===== src/rtl/qenc_pkg.sv =====
package qenc_pkg;

    localparam int CNT_DEF_W  = 16;
    localparam int SYNC_DEF_N = 2;

    typedef enum logic [1:0] {
        SRC_OFF  = 2'd0,
        SRC_A    = 2'd1,
        SRC_B    = 2'd2,
        SRC_BOTH = 2'd3
    } src_sel_e;

    typedef struct packed {
        logic valid;
        logic up;
    } step_t;

    // Sense of a phase A change, judged on the levels after the change.
    function automatic logic up_from_a(input logic a, input logic b);
        return a ^ b;
    endfunction

    // Sense of a phase B change, judged on the levels after the change.
    function automatic logic up_from_b(input logic a, input logic b);
        return ~(a ^ b);
    endfunction

endpackage


===== src/rtl/qenc_sync.sv =====
module qenc_sync #(
    parameter int STAGES = 2,
    parameter int W      = 2
) (
    input  logic         clk,
    input  logic         rst,
    input  logic [W-1:0] d,
    output logic [W-1:0] q
);
    logic [W-1:0] chain [STAGES];

    always_ff @(posedge clk) begin
        if (rst) chain[0] <= '0;
        else     chain[0] <= d;
    end

    for (genvar s = 1; s < STAGES; s++) begin : g_stage
        always_ff @(posedge clk) begin
            if (rst) chain[s] <= '0;
            else     chain[s] <= chain[s-1];
        end
    end

    assign q = chain[STAGES-1];
endmodule


===== src/rtl/qenc_step_decode.sv =====
module qenc_step_decode
    import qenc_pkg::*;
(
    input  logic     clk,
    input  logic     rst,
    input  logic     lvl_a,
    input  logic     lvl_b,
    input  src_sel_e sel,
    input  logic     enable,
    output step_t    step
);
    logic prev_a, prev_b;
    logic edge_a, edge_b;

    always_ff @(posedge clk) begin
        if (rst) begin
            prev_a <= 1'b0;
            prev_b <= 1'b0;
        end else begin
            prev_a <= lvl_a;
            prev_b <= lvl_b;
        end
    end

    assign edge_a = lvl_a ^ prev_a;
    assign edge_b = lvl_b ^ prev_b;

    always_comb begin
        step = '0;
        unique case (sel)
            SRC_A: begin
                step.valid = edge_a;
                step.up    = up_from_a(lvl_a, lvl_b);
            end
            SRC_B: begin
                step.valid = edge_b;
                step.up    = up_from_b(lvl_a, lvl_b);
            end
            SRC_BOTH: begin
                step.valid = edge_a ^ edge_b;
                step.up    = edge_a ? up_from_a(lvl_a, lvl_b)
                                    : up_from_b(lvl_a, lvl_b);
            end
            default: step = '0;
        endcase
        step.valid = step.valid & enable;
    end
endmodule


===== src/rtl/qenc_wrap_counter.sv =====
module qenc_wrap_counter
    import qenc_pkg::*;
#(
    parameter int W = 16
) (
    input  logic         clk,
    input  logic         rst,
    input  step_t        step,
    input  logic [W-1:0] limit,
    output logic [W-1:0] value,
    output logic         down,
    output logic         wrapped
);
    always_ff @(posedge clk) begin
        if (rst) begin
            value   <= '0;
            down    <= 1'b0;
            wrapped <= 1'b0;
        end else begin
            wrapped <= 1'b0;
            if (step.valid) begin
                down <= ~step.up;
                if (step.up) begin
                    if (value >= limit) begin
                        value   <= '0;
                        wrapped <= 1'b1;
                    end else begin
                        value <= value + 1'b1;
                    end
                end else begin
                    if (value == '0) begin
                        value   <= limit;
                        wrapped <= 1'b1;
                    end else begin
                        value <= value - 1'b1;
                    end
                end
            end
        end
    end
endmodule


===== src/rtl/qenc_counter.sv =====
module qenc_counter
    import qenc_pkg::*;
#(
    parameter int CNT_W  = CNT_DEF_W,
    parameter int SYNC_N = SYNC_DEF_N
) (
    input  logic             clk,
    input  logic             rst,
    input  logic             phase_a,
    input  logic             phase_b,
    input  logic [1:0]       mode,
    input  logic [CNT_W-1:0] reload,
    input  logic             cnt_en,
    output logic [CNT_W-1:0] count,
    output logic             dir_down,
    output logic             wrap_evt
);
    localparam int PHASES = 2;

    logic [PHASES-1:0] lvl;
    step_t             step;

    qenc_sync #(.STAGES(SYNC_N), .W(PHASES)) u_sync (
        .clk (clk),
        .rst (rst),
        .d   ({phase_b, phase_a}),
        .q   (lvl)
    );

    qenc_step_decode u_decode (
        .clk    (clk),
        .rst    (rst),
        .lvl_a  (lvl[0]),
        .lvl_b  (lvl[1]),
        .sel    (src_sel_e'(mode)),
        .enable (cnt_en),
        .step   (step)
    );

    qenc_wrap_counter #(.W(CNT_W)) u_counter (
        .clk     (clk),
        .rst     (rst),
        .step    (step),
        .limit   (reload),
        .value   (count),
        .down    (dir_down),
        .wrapped (wrap_evt)
    );
endmodule


===== config.mk =====
export PLATFORM = sky130hd
export DESIGN_NAME = qenc_counter
export DESIGN_NICKNAME = d
export VERILOG_FILES = /design/src/rtl/qenc_pkg.sv /design/src/rtl/qenc_sync.sv /design/src/rtl/qenc_step_decode.sv /design/src/rtl/qenc_wrap_counter.sv /design/src/rtl/qenc_counter.sv
export SDC_FILE = /design/constraint.sdc
export NUM_CORES = 1
export LEC_CHECK = 0
export ABC_CLOCK_PERIOD_IN_PS = 3590
export BUFFER_PORTS_ARGS = -buffer_cell sky130_fd_sc_hd__buf_4
export CAP_MARGIN = 30
export CORE_UTILIZATION = 50
export DETAILED_ROUTE_END_ITERATION = 8
export PLACE_DENSITY_LB_ADDON = 0.3
export SLEW_MARGIN = 30
export SYNTH_ARGS = -nofsm -noshare
export SYNTH_HDL_FRONTEND = slang
export SYNTH_HIERARCHICAL = 1
export SYNTH_SLANG_ARGS = --single-unit

===== constraint.sdc =====
create_clock -name clk -period 3.59 [get_ports clk]
set_input_delay 0 -clock clk [delete_from_list [all_inputs] [get_ports clk]]
set_output_delay 0 -clock clk [all_outputs]
set_load 0.03 [all_outputs]

# ---- Word-level counts from Yosys, hierarchy flattened
# Memory sizes are Yosys's and may differ from the RTL's.
# Cells that the tools add are included.
dict set report classes {
  n_addsub 2
  order_cmp 1
  n_eq_ne 3
  muxes 13
  bitwise_logic 10
  reduce_logical 2
}
# op n
set op_table {}
lappend op_table {{16-bit 2-to-1 mux} 3}
lappend op_table {{16-bit by 1-bit adder with 16-bit output (second input constant)} 1}
lappend op_table {{16-bit >= comparator} 1}
lappend op_table {{16-bit logical NOT} 1}
lappend op_table {{16-bit by 1-bit subtractor with 16-bit output (second input constant)} 1}
lappend op_table {{1-bit 2-to-1 mux} 7}
lappend op_table {{2-bit one-hot mux with 3 select lines} 1}
lappend op_table {{2-bit equality test (second input constant)} 2}
lappend op_table {{2-bit 2-to-1 mux} 2}
lappend op_table {{1-bit XOR} 4}
lappend op_table {{1-bit inverter} 3}
lappend op_table {{2-bit by 1-bit equality test with 1-bit output (second input constant)} 1}
lappend op_table {{1-bit OR} 2}
lappend op_table {{2-bit OR reduction} 1}
lappend op_table {{1-bit AND} 1}
dict set report word_totals {
  register_bits 20
  ramBits 4
  inputBits 23
  output_inout_bits 18
  n_memories 1
}
# name words word_bits rd rd_clocked_by_memory_dff wr line
set memory_table {}
lappend memory_table {u_sync.chain 2 2 2 0 2 qenc_sync.sv:10} ;# logic [W-1:0] chain [STAGES];

# ---- Depth between registers and ports, before layout
dict set report logic_depth {
  ltp_word 7
  depth_mapped 11
  depth_no_buf 9
}

# ---- Modules after synthesis
# The synthesis kept the hierarchy.
# module n_inst cells_each area_each_um2 seq_area_each_um2
set by_module_without_submodules {}
lappend by_module_without_submodules {qenc_wrap_counter 1 273 1968.1 360.3}
lappend by_module_without_submodules {qenc_step_decode 1 23 195.2 40.0}
lappend by_module_without_submodules {qenc_sync 1 8 105.1 80.1}

# ---- Least setup slack after synthesis
# No wires, ideal clock.
dict set report synth_path {
  path_kind {reg2reg}
  startpoint {register u_counter.value[13]}
  endpoint {register u_counter.value[12]}
  setup_ns 0.128
  arrival_ns 2.263
  required_ns 3.462
  slack_ns 1.199
  path_stages_with_launch 9
  path_cell_list {dfxtp_1 > ha_1 > nand4_1 > or3_1 > o31ai_4 > nor3_4 > buf_2 > a221oi_1 > nor2_1}
}
dict set report synth_between {
  elab_chain_cells 3
  elab_cells_between_ends 5
  cone_classes {order compare (1); mux (3); reduce/logical (1)}
}
# item line
set synth_rtl {}
lappend synth_rtl {{start, declared} qenc_wrap_counter.sv:10} ;# output logic [W-1:0] value,
lappend synth_rtl {{start signal, assigned} qenc_wrap_counter.sv:28} ;# value <= value + 1'b1;
lappend synth_rtl {{start signal, assigned} qenc_wrap_counter.sv:32} ;# value <= limit;
lappend synth_rtl {{start signal, assigned} qenc_wrap_counter.sv:35} ;# value <= value - 1'b1;
lappend synth_rtl {{16-bit >= comparator or 16-bit logical NOT (tied branches)} {qenc_wrap_counter.sv:24, qenc_wrap_counter.sv:31}}
lappend synth_rtl {{16-bit 2-to-1 mux (on tied branches)} {qenc_wrap_counter.sv:24, qenc_wrap_counter.sv:31}}
lappend synth_rtl {{16-bit 2-to-1 mux *} qenc_wrap_counter.sv:23} ;# if (step.up) begin
# Mark *: on every way between the ends. The rest lies on a longest branch, timed or not.
# A chain may end at the register's enable or synchronous reset.

==> summary.md <==
| Metric | Value |
|---|---|
| Warning count from the yosys run | `6` |
| Sort of element at the start of the critical path | `flip-flop` |
| TritonCTS sink count | `24` |
| Overall routed net length | `6370 um` |
| WS Path Type | `reg -> reg` |
| Number of flip-flops and latches in the synthesized netlist | `24` |
| Final instance count without filler cells | `between 300 and 400` |
| Die Wd | `69.4 um` |
| Via density per instance | `approximately 6.4` |
| Top layer used by detailed routing | `met4` |
| Setup tns final | `0 ps` |
| Sequential share of power | `between 30 and 40%` |
| Power, Total | `just over 0.9 mW` |
| Total placed cells including tap cells | `379` |
| Worst-case setup margin in the final layout | `647 ps` |
| Instance area at placement | `~0.0026 mm2` |
| Peak Freq | `between 300 and 400 MHz` |
| Post-route worst hold slack | `roughly 15 ps` |
| Syn Inst Count | `approximately 300` |
| Final min period | `approximately 3000 ps` |
| Final routed wire length divided by cell count | `around 17 um` |
| WL met2 | `2860 um` |
| Utilization after layout | `61.1%` |
| Core region area | `0.00435 mm2` |
| Final antenna-violating net count | `0` |
| Number of top-level design ports | `a little over 40` |
| Diode count | `0` |
| Layout overhead on the synthesized area | `17.3%` |
| Commonest register cell after synthesis | `sky130_fd_sc_hd__dfxtp_1` |
| Comb pwr share | `between 40% and 50%` |
| DRT met1 WL | `about 2800 um` |
| Count of fill cells added during filler insertion | `just over 400` |
| IO Port Bufs | `40` |
| Internal | `about 0.57 mW` |
| Final Setup Violations | `0` |
| Total CTS buffers | `3` |
| Clock tree root buffer cell | `sky130_fd_sc_hd__clkbuf_8` |
| Net count reported at finish | `~380` |
| Required time of the critical path | `around 3800 ps` |
| Fin Clk Skew | `10.3 ps` |
| Pin slew with the least headroom to its limit | `between 700 and 800 ps` |
| Minimum setup slack after placement | `roughly 730 ps` |
| Drt first-iter violations | `329` |
| Layout cells sized above 1 | `17.7%` |
| Slew Limit Headroom | `between 40 and 50%` |
| Average instance area after synthesis | `between 7 and 8 um2` |
| CTS clock-pin slew for the worst setup and hold paths | `roughly 90 ps` |
| Global-route usage over all layers | `between 20% and 30%` |
| Placement Rows | `24` |
| Clock tree from TritonCTS | `yes` |
| Commonest cells after routing, fill and taps aside | `sky130_fd_sc_hd__buf_4, sky130_fd_sc_hd__nor2_1, sky130_fd_sc_hd__inv_1, sky130_fd_sc_hd__a21oi_1, sky130_fd_sc_hd__dfxtp_1` |
| Number of buffers between clock root and the deepest sink | `2` |
| Worst min-delay path category | `in -> reg` |
| Number of DRC violations after detailed routing | `0` |
| Gates resized, CTS repair | `0` |
| Maximum level of the CTS H-tree | `1` |
| Vias in the first global route | `about 2,200` |
| Part of the Yosys area used for sequential elements | `21.2%` |
| Die extent in y | `69.4 um` |
| Antenna violations before repair | `0` |
| Number of max-slew violations in the final report | `0` |
| Pwr/cell area | `345 mW/mm2` |
| Area enclosed by the die boundary | `slightly below 0.005 mm2` |
| Maximum fanout count along the critical path | `15` |
| Half-perimeter wire length after detailed placement | `between 4000 and 5000 um` |
| Most common library cell in the layout ignoring fill and taps | `sky130_fd_sc_hd__buf_4` |
| Outcome | `finished clean` |
| Post-Layout Inst Area | `around 0.0027 mm2` |
| IR Drop Worst-Case VDD | `between 0.0002 and 0.0003 V` |
| Met3 Routed Length | `662 um` |
| Drt first pass iters | `7` |
| Switch Pwr | `0.351 mW` |
| Share of flip-flops with an asynchronous set or reset after synthesis | `0%` |
| Data arrival time of the critical path | `3140 ps` |
| RePlAce Congestion | `roughly 0.94` |
| Via total after detailed routing | `about 2,500` |
| Number of endpoints with negative hold slack in the final report | `0` |
| Number of enable flip-flop cells after synthesis | `0` |
| Total nets after synthesis | `between 300 and 400` |
| Unique cell type count in the Yosys netlist | `56` |
| Fraction of power spent switching nets | `38.3%` |
| Global-route wire length before repair | `between 10,000 and 15,000 um` |
| Setup repair after global routing missed its margin | `no` |
| CP endpoint kind | `flip-flop` |
| Pleak | `between 1 and 1.5 nW` |
| Number of violations of the max-capacitance limit | `0` |
| Initial core utilization | `approximately 52%` |
| Pin count of the biggest net entering global routing | `28` |
| Fraction of the cycle the final worst path needs | `82.0%` |
| Clock share of power | `between 20% and 30%` |
| Latest clock arrival within the worst-skew pair | `approximately 270 ps` |
| Global route overflow | `0` |
| Post-Syn Area | `about 0.0023 mm2` |
[power groups by stage]
stage	registers (mW)	clock network (mW)	logic, mW
final	0.305	0.241	0.372
after global placement	0.310	0	0.357
after detailed placement	0.311	0	0.360
after floorplan	0.314	0	0.257
after CTS	0.305	0.246	0.364
after global routing	0.308	0.258	0.407
[critical path: stages, from the launching register on]
cell and delay (ps):
sky130_fd_sc_hd__dfxtp_1 500, sky130_fd_sc_hd__nor3b_1 90, sky130_fd_sc_hd__a21o_1 170, sky130_fd_sc_hd__a2111oi_2 420, sky130_fd_sc_hd__nor2b_1 190, sky130_fd_sc_hd__o21ai_0 290, sky130_fd_sc_hd__nor3_4 560, sky130_fd_sc_hd__or4b_1 490
sky130_fd_sc_hd__a31oi_1 160
[synth_stat cells (2+ instances only)]
cell	number	share of area, %
sky130_fd_sc_hd__nor3b_1	3	0.99
sky130_fd_sc_hd__o41ai_1	4	1.5
sky130_fd_sc_hd__o31ai_1	3	0.99
sky130_fd_sc_hd__o211ai_1	2	0.66
sky130_fd_sc_hd__nand4b_1	4	1.5
sky130_fd_sc_hd__xor2_1	6	2.3
sky130_fd_sc_hd__clkbuf_1	14	2.3
sky130_fd_sc_hd__ha_1	19	10
sky130_fd_sc_hd__a21o_1	2	0.66
sky130_fd_sc_hd__o311a_1	2	0.88
sky130_fd_sc_hd__nand4_1	9	2.5
sky130_fd_sc_hd__nand2b_1	3	0.83
sky130_fd_sc_hd__nand2_1	15	2.5
sky130_fd_sc_hd__or4_1	2	0.66
sky130_fd_sc_hd__inv_1	24	4.0
sky130_fd_sc_hd__a211oi_1	10	3.3
sky130_fd_sc_hd__or2_2	2	0.55
sky130_fd_sc_hd__and4_1	2	0.77
sky130_fd_sc_hd__xnor2_1	6	2.3
sky130_fd_sc_hd__a21oi_1	24	5.3
sky130_fd_sc_hd__dfxtp_1	24	21
sky130_fd_sc_hd__o21ai_0	10	2.2
sky130_fd_sc_hd__nor2b_1	8	2.2
sky130_fd_sc_hd__nor3_1	6	1.3
sky130_fd_sc_hd__and2_1	2	0.55
sky130_fd_sc_hd__nor4_1	8	2.2
sky130_fd_sc_hd__nand3_1	13	2.9
sky130_fd_sc_hd__o32ai_1	4	1.5
sky130_fd_sc_hd__o21a_1	2	0.66
sky130_fd_sc_hd__buf_2	6	1.3
sky130_fd_sc_hd__o21ai_1	5	1.1
sky130_fd_sc_hd__and3_1	3	0.83
sky130_fd_sc_hd__a31oi_1	6	1.7
sky130_fd_sc_hd__nor2_1	28	4.6
sky130_fd_sc_hd__a211o_1	2	0.77
[sequential cells by signal, indices dropped and copies added, names as in the netlist]
name / cells
u_counter/value: 16
u_counter/down: 1
u_decode/prev_a: 1
u_counter/wrapped: 1
u_decode/prev_b: 1
u_sync/chain: 4
[area by class of cell]
class	instances	area [um2]	share of cell area, %
Tap cell	52	65.1	2.44
Timing Repair Buffer	47	358	13.4
Sequential cell	24	480	18.1
Multi-Input combinational cell	233	1590	59.8
Inverter	25	93.8	3.53
Clock inverter	1	30.0	1.13
Clock buffer	3	41.3	1.55
[repair_timing]
action | in CTS | in global routing
endpoints found under the hold margin | 2 | 0
buffers inserted | 0 | 0
hold buffers | 2 | 0
endpoints found under the setup margin | 0 | 0
[routing by layer]
metal  GRT usage, %  up-vias
met5              0        -
met4           5.67        0
met3           4.07       10
met2           41.9      146
met1           39.1     1142
li1               -     1177
[cell families after synthesis]
logic type      Yosys count  share of synthesized area, %
compound gates           86                          25.9
xor+xnor                 12                          4.63
fa+ha+maj                19                          10.5
buf+inv                  47                          8.60
flops                    24                          21.2
mux                       1                         0.496
simple gates            115                          28.7
[final timing paths]
| kind | end | cells after the start | slack (ps) | from |
|---|---|---|---|---|
| worst max-delay path | u_counter/value[3]$_SDFFE_PP0P_ | 8 | 650 | u_sync/chain[1][0]$_SDFF_PP0_ |
| worst min-delay path | u_counter/value[4]$_SDFFE_PP0P_ | 3 | 20 | reload[4] |
| worst max register to register | u_counter/value[3]$_SDFFE_PP0P_ | 8 | 650 | u_sync/chain[1][0]$_SDFF_PP0_ |
| worst min register to register | u_sync/chain[1][0]$_SDFF_PP0_ | 1 | 450 | u_sync/chain[0][0]$_SDFF_PP0_ |
No activity file was read; power rests on OpenSTA's default activity.
